$ cat config.mk
export PLATFORM = sky130hd
export DESIGN_NAME = selftest_reg
export DESIGN_NICKNAME = d
export VERILOG_FILES = /design/src/rtl/strg_pkg.sv /design/src/rtl/strg_decode.sv /design/src/rtl/strg_feedback.sv /design/src/rtl/strg_cell.sv /design/src/rtl/selftest_reg.sv
export SDC_FILE = /design/constraint.sdc
export NUM_CORES = 1
export LEC_CHECK = 0
export ABC_AREA = 1
export CAP_MARGIN = 5
export CORE_UTILIZATION = 35
export DETAILED_ROUTE_END_ITERATION = 7
export HOLD_SLACK_MARGIN = 0.12
export PLACE_DENSITY = 0.67
export SLEW_MARGIN = 20
export SYNTH_ARGS = -nofsm -noshare
export SYNTH_HDL_FRONTEND = slang
export SYNTH_SLANG_ARGS = --single-unit
$ cat constraint.sdc
create_clock -name clk -period 1.7 [get_ports clk]
set_input_delay 0.34 -clock clk [delete_from_list [all_inputs] [get_ports clk]]
set_output_delay 0.34 -clock clk [all_outputs]
set_load 0.1 [all_outputs]
$ cat src/rtl/strg_pkg.sv
package strg_pkg;

  typedef enum logic [1:0] {
    MODE_SHIFT = 2'b00,
    MODE_SIG   = 2'b01,
    MODE_CLEAR = 2'b10,
    MODE_LATCH = 2'b11
  } mode_e;

  typedef struct packed {
    logic shift;
    logic sig;
    logic clear;
    logic latch;
  } ctl_t;

  // Feedback tap mask for a given width: bit i set means stage i feeds back.
  function automatic logic [63:0] default_taps(input int unsigned width);
    logic [63:0] m;
    m = '0;
    case (width)
      4:  m = 64'h0000_0000_0000_000C;
      5:  m = 64'h0000_0000_0000_0014;
      6:  m = 64'h0000_0000_0000_0030;
      7:  m = 64'h0000_0000_0000_0060;
      8:  m = 64'h0000_0000_0000_00B8;
      16: m = 64'h0000_0000_0000_B400;
      32: m = 64'h0000_0000_8020_0003;
      default: begin
        m[width-1] = 1'b1;
        m[width-2] = 1'b1;
      end
    endcase
    return m;
  endfunction

endpackage

$ cat src/rtl/strg_decode.sv
module strg_decode
  import strg_pkg::*;
(
  input  logic [1:0] mode_sel,
  output ctl_t       ctl
);
  mode_e m;

  always_comb begin
    m   = mode_e'(mode_sel);
    ctl = '0;
    unique case (m)
      MODE_SHIFT: ctl.shift = 1'b1;
      MODE_SIG:   ctl.sig   = 1'b1;
      MODE_CLEAR: ctl.clear = 1'b1;
      MODE_LATCH: ctl.latch = 1'b1;
      default:    ctl.clear = 1'b1;
    endcase
  end
endmodule

$ cat src/rtl/strg_feedback.sv
module strg_feedback #(
  parameter int unsigned  N    = 8,
  parameter logic [N-1:0] TAPS = 8'hB8
) (
  input  logic [N-1:0] q,
  output logic         fb
);
  logic [N-1:0] chain;

  generate
    for (genvar i = 0; i < N; i++) begin : g_tap
      if (i == 0) begin : g_first
        assign chain[i] = TAPS[i] & q[i];
      end else begin : g_rest
        assign chain[i] = chain[i-1] ^ (TAPS[i] & q[i]);
      end
    end
  endgenerate

  assign fb = chain[N-1];
endmodule

$ cat src/rtl/strg_cell.sv
module strg_cell
  import strg_pkg::*;
(
  input  ctl_t ctl,
  input  logic shift_src,
  input  logic sig_src,
  input  logic par_bit,
  output logic nxt
);
  always_comb begin
    nxt = 1'b0;
    if (ctl.shift)      nxt = shift_src;
    else if (ctl.sig)   nxt = sig_src ^ par_bit;
    else if (ctl.latch) nxt = par_bit;
    else                nxt = 1'b0;
  end
endmodule

$ cat src/rtl/selftest_reg.sv
module selftest_reg
  import strg_pkg::*;
#(
  parameter int unsigned  N        = 8,
  parameter logic [63:0]  TAP_MASK = strg_pkg::default_taps(N)
) (
  input  logic         clk,
  input  logic         rst,
  input  logic [1:0]   mode_sel,
  input  logic [N-1:0] par_in,
  input  logic         ser_in,
  output logic [N-1:0] par_out,
  output logic         ser_out
);
  localparam logic [N-1:0] TAPS = TAP_MASK[N-1:0];
  localparam int unsigned  MSB  = N - 1;

  ctl_t         ctl;
  logic         fb;
  logic [N-1:0] state_q;
  logic [N-1:0] state_d;

  strg_decode u_dec (
    .mode_sel (mode_sel),
    .ctl      (ctl)
  );

  strg_feedback #(.N(N), .TAPS(TAPS)) u_fb (
    .q  (state_q),
    .fb (fb)
  );

  generate
    for (genvar i = 0; i < N; i++) begin : g_stage
      if (i == 0) begin : g_head
        strg_cell u_cell (
          .ctl       (ctl),
          .shift_src (ser_in),
          .sig_src   (fb),
          .par_bit   (par_in[i]),
          .nxt       (state_d[i])
        );
      end else begin : g_body
        strg_cell u_cell (
          .ctl       (ctl),
          .shift_src (state_q[i-1]),
          .sig_src   (state_q[i-1]),
          .par_bit   (par_in[i]),
          .nxt       (state_d[i])
        );
      end
    end
  endgenerate

  always_ff @(posedge clk) begin
    if (rst) state_q <= '0;
    else     state_q <= state_d;
  end

  assign par_out = state_q;
  assign ser_out = state_q[MSB];
endmodule

# [Yosys cells after proc, flatten, opt, wreduce, memory -nomap -nowiden]
# Cells that the tools add are included.
[classes] add_sub_neg=0 mul=0 n_div=0 magnitude_cmp=0 n_eq_ne=2 shifts=0 muxes=27 n_bitwise=11 n_reduce_logical=1
[ops] cell="two-way mux 1 bit" n=27
[ops] cell="XOR 1 bit" n=11
[ops] cell="equality test 2 x 1 -> 1 bit, second input constant" n=1
[ops] cell="equality test 2 bit, second input constant" n=1
[ops] cell="zero test 2 bit" n=1
[word_totals] reg_bits=8 latch_bits=0 mem_bits_rw=0 rom_bits=0 input_bits=13 out_inout_bits=9 elab_cells=42 memories=0

# [Depth between registers and ports, before layout]
# Gate-level depths: netlist (run 1).
[depth] word_depth=6 ltp_mapped=10 mapped_depth_nobuf=10

# [By module]
# From an unflattened synthesis (run 1), not the netlist that was laid out.
[unflattened] cells_unflattened=128 area_unflattened_um2=659.4
[modules_own_cells] mod="strg_cell" instances=8 cells_each=10 area_per_inst_um2=41.3 seq_area_each_um2=0.0
[modules_own_cells] mod="selftest_reg" instances=1 cells_each=26 area_per_inst_um2=239.0 seq_area_each_um2=160.2
[modules_own_cells] mod="strg_feedback" instances=1 cells_each=15 area_per_inst_um2=63.8 seq_area_each_um2=0.0
[modules_own_cells] mod="strg_decode" instances=1 cells_each=7 area_per_inst_um2=26.3 seq_area_each_um2=0.0

# [Worst setup path after synthesis (run 1)]
# No wires, ideal clock.
[synth_path] path_type="register to output" startpoint="register state_q[7] (netlist: par_out[7])" endpoint="output port par_out[7]" arrival_time_ns=1.408 t_required_ns=1.360 slack_ns=-0.048 path_stages_with_launch=2 path_buffers=1 cell_sequence="dfxtp_1 buf_4"
[synth_rtl] item="start: declaration" line_no="selftest_reg.sv:20" source="logic [N-1:0] state_q;"
[synth_rtl] item="start signal: assignment" line_no="selftest_reg.sv:57" source="else state_q <= state_d;"
[synth_rtl] item="end: declaration" line_no="selftest_reg.sv:12" source="output logic [N-1:0] par_out,"
# No word-level cell between the ends.

# [Worst setup path after layout (run 1)]
[layout_path] startpoint="input port mode_sel[1]" endpoint="register state_q[0] (netlist: par_out[0])"
[layout_via] elab_chain_cells=5 elab_cells_between_ends=9 classes_between="eq/ne (2); mux (6); reduce/logical (1)"
[layout_rtl] item="start: declaration" line_no="selftest_reg.sv:9" source="input logic [1:0] mode_sel,"
[layout_rtl] item="equality test 2 bit" line_no="strg_decode.sv:12" source="unique case (m)"
[layout_rtl] item="two-way mux 1 bit" line_no="strg_decode.sv:12"
[layout_rtl] item="two-way mux 1 bit" line_no="strg_cell.sv:14" source="else if (ctl.latch) nxt = par_bit;"
[layout_rtl] item="two-way mux 1 bit" line_no="strg_cell.sv:13" source="else if (ctl.sig) nxt = sig_src ^ par_bit;"
[layout_rtl] item="two-way mux 1 bit *" line_no="strg_cell.sv:12" source="if (ctl.shift) nxt = shift_src;"
# Mark *: on every way between the ends. The rest lies on a longest branch, timed or not.
# A chain may end at the register's enable or synchronous reset.

==> results.json, run 1 <==
{
  "post_cts_buffers": 0,
  "ys.warnings.count": 0,
  "grt_pass1_wl_mm": 1.55,
  "cts_sinks": 8,
  "multi_input_area_um2": 230,
  "cts_buffer_depth": 2,
  "wl_met3_um": 43,
  "wirelength_um": 937,
  "gr-total-overflow": 0,
  "hold_violations": 0,
  "endpoint_kind": "flop",
  "cp_data_required_time_ns": 1.85,
  "cts_buffers": 3,
  "rsz0062_at_grt": "no",
  "die_w_um": 39.7,
  "clock.fmax_ghz": 0.817,
  "dr.first_iter.drc_count": 9,
  "ys_seq_area_share_pct": 32.2,
  "cts_resized": 0,
  "grt_max_degree": 10,
  "vias": 492,
  "initial_core_util_pct": 37.8,
  "seqPwrFrac_pct": 36.7,
  "synth_edf_count": 0,
  "antenna-diode-count": 0,
  "drv_cap": 0,
  "drtAntennaViolNets": 0,
  "cts_hold_buf": 0,
  "tightest_slew_ns": 0.311,
  "synth_top_area_share_pct": 32.2,
  "power_frac_comb_pct": 39.0,
  "fin_skew_ns": 0.00152,
  "critPathArrivalTime_ns": 1.37,
  "p_leak_nw": 0.330,
  "regArea_um2": 161,
  "htreeDepth": 1,
  "io_buffers": 21,
  "yosysTopAreaCell": "dfxtp_1",
  "met2_length_um": 473,
  "worstPathMaxFanout": 7,
  "clkSlewWorstSetupHoldPaths_ns": 0.05,
  "status": "finished clean",
  "grt_pass1_vias": 389,
  "drive_above_1_share_pct": 19.1,
  "fillers": 125,
  "clockRootBuffer": "clkbuf_4",
  "syn_nets": 88,
  "setup_viol": 0,
  "routabilityCongestion": 0.714,
  "fin_cells": 104,
  "switchingPower_mw": 0.214,
  "period_share_pct": 72.0,
  "worstSkewPairLatency_ns": 0.25,
  "io_pins": 22,
  "synth-seq-cells": 8,
  "highest_layer": "met3",
  "peakVddDrop_uv": 483,
  "async_flop_share_pct": 0,
  "synth.distinct_cells": 13,
  "internal-power_mw": 0.372,
  "layout_min_cycle_time_ns": 1.22,
  "wl_per_cell_um": 9.01,
  "dieArea_mm2": 0.00158,
  "core_region_area_mm2": 0.00132,
  "hold_class": "reg2reg",
  "yosysMostFrequentCell": "nand2_1",
  "rows": 13,
  "p_sw_share_pct": 36.5,
  "largest_register_ffs": 8,
  "final_max_slew_viol_count": 0,
  "path_class": "in2reg",
  "viasPerCell": 4.73,
  "dp.cells": 101,
  "synth_cells": 75,
  "grt.total_usage_pct": 14.9,
  "relSlewSlack_pct": 79.2,
  "netlist_top_cells_area": "dfxtp_1 32%, nand2_1 22%, buf_4 12%, o21a_1 9.0%, nor3_1 6.0%",
  "fin_setup_tns_ns": 0,
  "synth_ff_type": "dfxtp_1",
  "wl_met1_um": 420,
  "critPathLaunchType": "primary input",
  "p_per_area_mw_per_mm2": 772,
  "syn2layout_area_growth_pct": 52.5,
  "drc": 0,
  "synth_area_per_cell_um2": 6.64,
  "clockPowerShare_pct": 24.3,
  "hpwlAfterDp_um": 759,
  "antenna_found_initial": 0,
  "cts_tree": "done",
  "synth_common_cells": "29 x nand2_1, 8 x buf_4, 8 x dfxtp_1, 6 x nor3_1, 6 x o21a_1",
  "drt_pre_antenna_iters": 4,
  "fp.dieH_um": 39.7,
  "syn_area_um2": 498,
  "fin_nets": 104
}
## cell type report
cell class	instances	area share, %
Clock buffer	3	2.97
Sequential cell	8	21.3
Inverter	7	3.46
Tap cell	15	2.47
Multi-Input combinational cell	50	30.3
Timing Repair Buffer	21	39.5
## power groups by stage
stage	Sequential [mW]	Combinational, mW	Clock [mW]
after floorplan	0.221	0.151	0
after global placement	0.219	0.227	0
after detailed placement	0.219	0.230	0
after CTS	0.216	0.230	0.146
after global routing	0.217	0.243	0.153
final	0.215	0.228	0.142
## placed cells by master, fill, tap and decap left out
| master | n |
|---|---|
| a21oi_1 | 4 |
| buf_12 | 9 |
| clkbuf_4 | 3 |
| clkdlybuf4s50_1 | 12 |
| dfxtp_1 | 7 |
| dfxtp_2 | 1 |
| inv_1 | 3 |
| inv_2 | 4 |
| nand2_1 | 29 |
| nand3_1 | 2 |
| nor2_1 | 2 |
| nor3_1 | 6 |
| o21a_1 | 6 |
| xnor2_1 | 1 |
## critical path: stages
cell and delay (ns):
clkdlybuf4s50_1 0.61, inv_2 0.12, a21oi_1 0.14, nor2_1 0.05, nand2_1 0.07, inv_1 0.03
## worst paths after layout
kind	startpoint	end	slack (ns)	cells past startpoint
min	par_out[1]	par_out[2]	0.56	2
max reg2reg	par_out[3]	par_out[0]	0.62	9
max	mode_sel[1]	par_out[0]	0.48	6
min reg2reg	par_out[1]	par_out[2]	0.56	2
## logic make-up after synthesis
kind of cell | Yosys count | synth area share [%]
xor+xnor | 1 | 1.76
flops | 8 | 32.2
compound gates | 10 | 13.1
simple gates | 39 | 31.4
buf+inv | 17 | 21.6
## per-layer routing
layer,vias to the layer above,global-route usage [%]
met5,-,0
met2,15,23.0
met4,0,7.76
li1,259,-
met1,218,19.0
met3,0,3.41
## metrics by stage
step                util [%]  instance area, um^2  worst slack, ns  hold WS (ns)  power (mW)
global route            57.6                  759            0.348         0.590       0.613
finish                  57.6                  759            0.477         0.560       0.586
detailed placement      55.9                  737            0.203         0.549       0.449
CTS                     57.6                  759            0.461         0.568       0.592
global placement        55.9                  737            0.229         0.549       0.446
floorplan                  -                  499            0.308         0.494       0.372
Note: power is estimated with default switching activity, not from simulation.
==> run 2, diff against run 1 <==
- PLACE_DENSITY: 0.67 -> 0.69
- clock period: 1.7 -> 1.1 ns (I/O delays scaled with it)
==> results.json, run 2 (same netlist as run 1, synthesis figures left out) <==
{
  "status": "finished clean",
  "hold_violations": 0,
  "peakVddDrop_uv": 601,
  "hold_slack_ns": 0.411,
  "crit_slowest_cell": "dfxtp_2",
  "die_w_um": 39.7,
  "path_delay_family": "flip-flops",
  "layout_commonest_cell": "nand2_1",
  "mostFrequentLayoutCells": "28 x nand2_1, 11 x clkdlybuf4s50_1, 9 x buf_12",
  "p_leak_nw": 0.377,
  "rsz0062_at_grt": "yes",
  "grt.total_usage_pct": 15.9,
  "path_class": "reg2out",
  "grt_pass1_wl_mm": 1.64,
  "drive_above_1_share_pct": 29.9,
  "largest_register_ffs": 8,
  "critPathBufInv": 2,
  "vias": 522,
  "drt_pre_antenna_iters": 4,
  "fin_skew_ns": 0.0107,
  "cts_hold_buf": 0,
  "path_cells": "buf_4 > buf_12",
  "period_share_pct": 99.1,
  "tightest_slew_ns": 0.327,
  "grt_pass1_vias": 412,
  "worstPathMaxFanout": 3,
  "initial_core_util_pct": 37.8,
  "worstSkewPairLatency_ns": 0.26,
  "io_buffers": 21,
  "final_max_slew_viol_count": 0,
  "gr-total-overflow": 0,
  "fin_nets": 111,
  "cts_sinks": 8,
  "fin_area_um2": 827,
  "p_per_area_mw_per_mm2": 1160,
  "drv_cap": 0,
  "hpwlAfterDp_um": 796,
  "critPathArrivalTime_ns": 0.87,
  "hold_class": "in2reg",
  "fp.dieH_um": 39.7,
  "setup_viol": 0,
  "critPathLaunchType": "flop",
  "dpl_cell_area_um2": 785,
  "core_region_area_mm2": 0.00132,
  "grt_max_degree": 10,
  "drtAntennaViolNets": 0,
  "cp_data_required_time_ns": 0.88,
  "antenna_found_initial": 0,
  "viasPerCell": 4.66,
  "cts_buffer_depth": 2,
  "syn2layout_area_growth_pct": 66.1,
  "clock.fmax_ghz": 0.917,
  "routabilityCongestion": 0.742,
  "dr.first_iter.drc_count": 10,
  "drc": 0,
  "dieArea_mm2": 0.00158,
  "layout_min_cycle_time_ns": 1.09,
  "antenna-diode-count": 0,
  "htreeDepth": 1,
  "io_pins": 22,
  "wirelength_mm": 1.05,
  "rows": 13,
  "cpPeakStageDelay_ns": 0.34,
  "wl_per_cell_um": 9.38,
  "relSlewSlack_pct": 78.1,
  "cts_buffers": 3,
  "endpoint_kind": "output port",
  "clockRootBuffer": "clkbuf_4",
  "clkSlewWorstSetupHoldPaths_ns": 0.07,
  "cts_tree": "done"
}
## run 2: worst reg2reg max path: cells and delay by family, from the launching register on
| family | cells | cell delay, ns |
|---|---|---|
| flops | 1 | 0.34 |
| buf+inv | 2 | 0.14 |
| simple gates | 8 | 0.49 |
## run 2: final cells by class
cell class                      count  area, um^2
Fill cell                         115         490
Inverter                            7        26.3
Multi-Input combinational cell     50         233
Timing Repair Buffer               28         355
Clock buffer                        4        26.3
Tap cell                           15        18.8
Sequential cell                     8         168
## run 2: per-layer routing
metal  vias to the layer above  track usage [%]  routed length, um
met5                         -                0                  0
met4                         0             7.76                  8
met3                         2             3.98                 64
met2                        21             25.4                534
met1                       225             19.3                442
li1                        274                -                  -
## run 2: timing repair
item                       in CTS  in global routing
setup endpoints to repair       3                 10
setup buffers                   2                  0
gates resized for setup         3                  2
## run 2: per-stage QoR
step / instances / power [mW] / TNS [ns] / setup WS (ns) / utilization, %
global placement: 107 / 0.706 / -1.47 / -0.209 / 59.5
CTS: 112 / 0.962 / 0 / 0.0130 / 62.4
global route: 112 / 1.01 / -0.176 / -0.123 / 62.8
detailed placement: 107 / 0.710 / -1.75 / -0.251 / 59.5
floorplan: 75 / 0.574 / -0.0146 / -0.0110 / -
finish: 112 / 0.959 / 0 / 0.0101 / 62.8
## run 2: path summary, 6_finish.rpt
kind,start,end,slack (ns),cells past startpoint
hold reg to reg,par_out[4],par_out[5],0.57,3
setup / recovery,par_out[4],par_out[4],0.01,2
hold / removal,mode_sel[0],par_out[0],0.41,4
setup reg to reg,par_out[4],par_out[0],0.04,10
## run 2: power breakdown
| group | leakage [nW] | internal [mW] | switching, mW | total [mW] |
|---|---|---|---|---|
| logic | 0.294 | 0.160 | 0.219 | 0.380 |
| clock network | 0.0150 | 0.139 | 0.110 | 0.249 |
| registers | 0.0678 | 0.308 | 0.0224 | 0.331 |
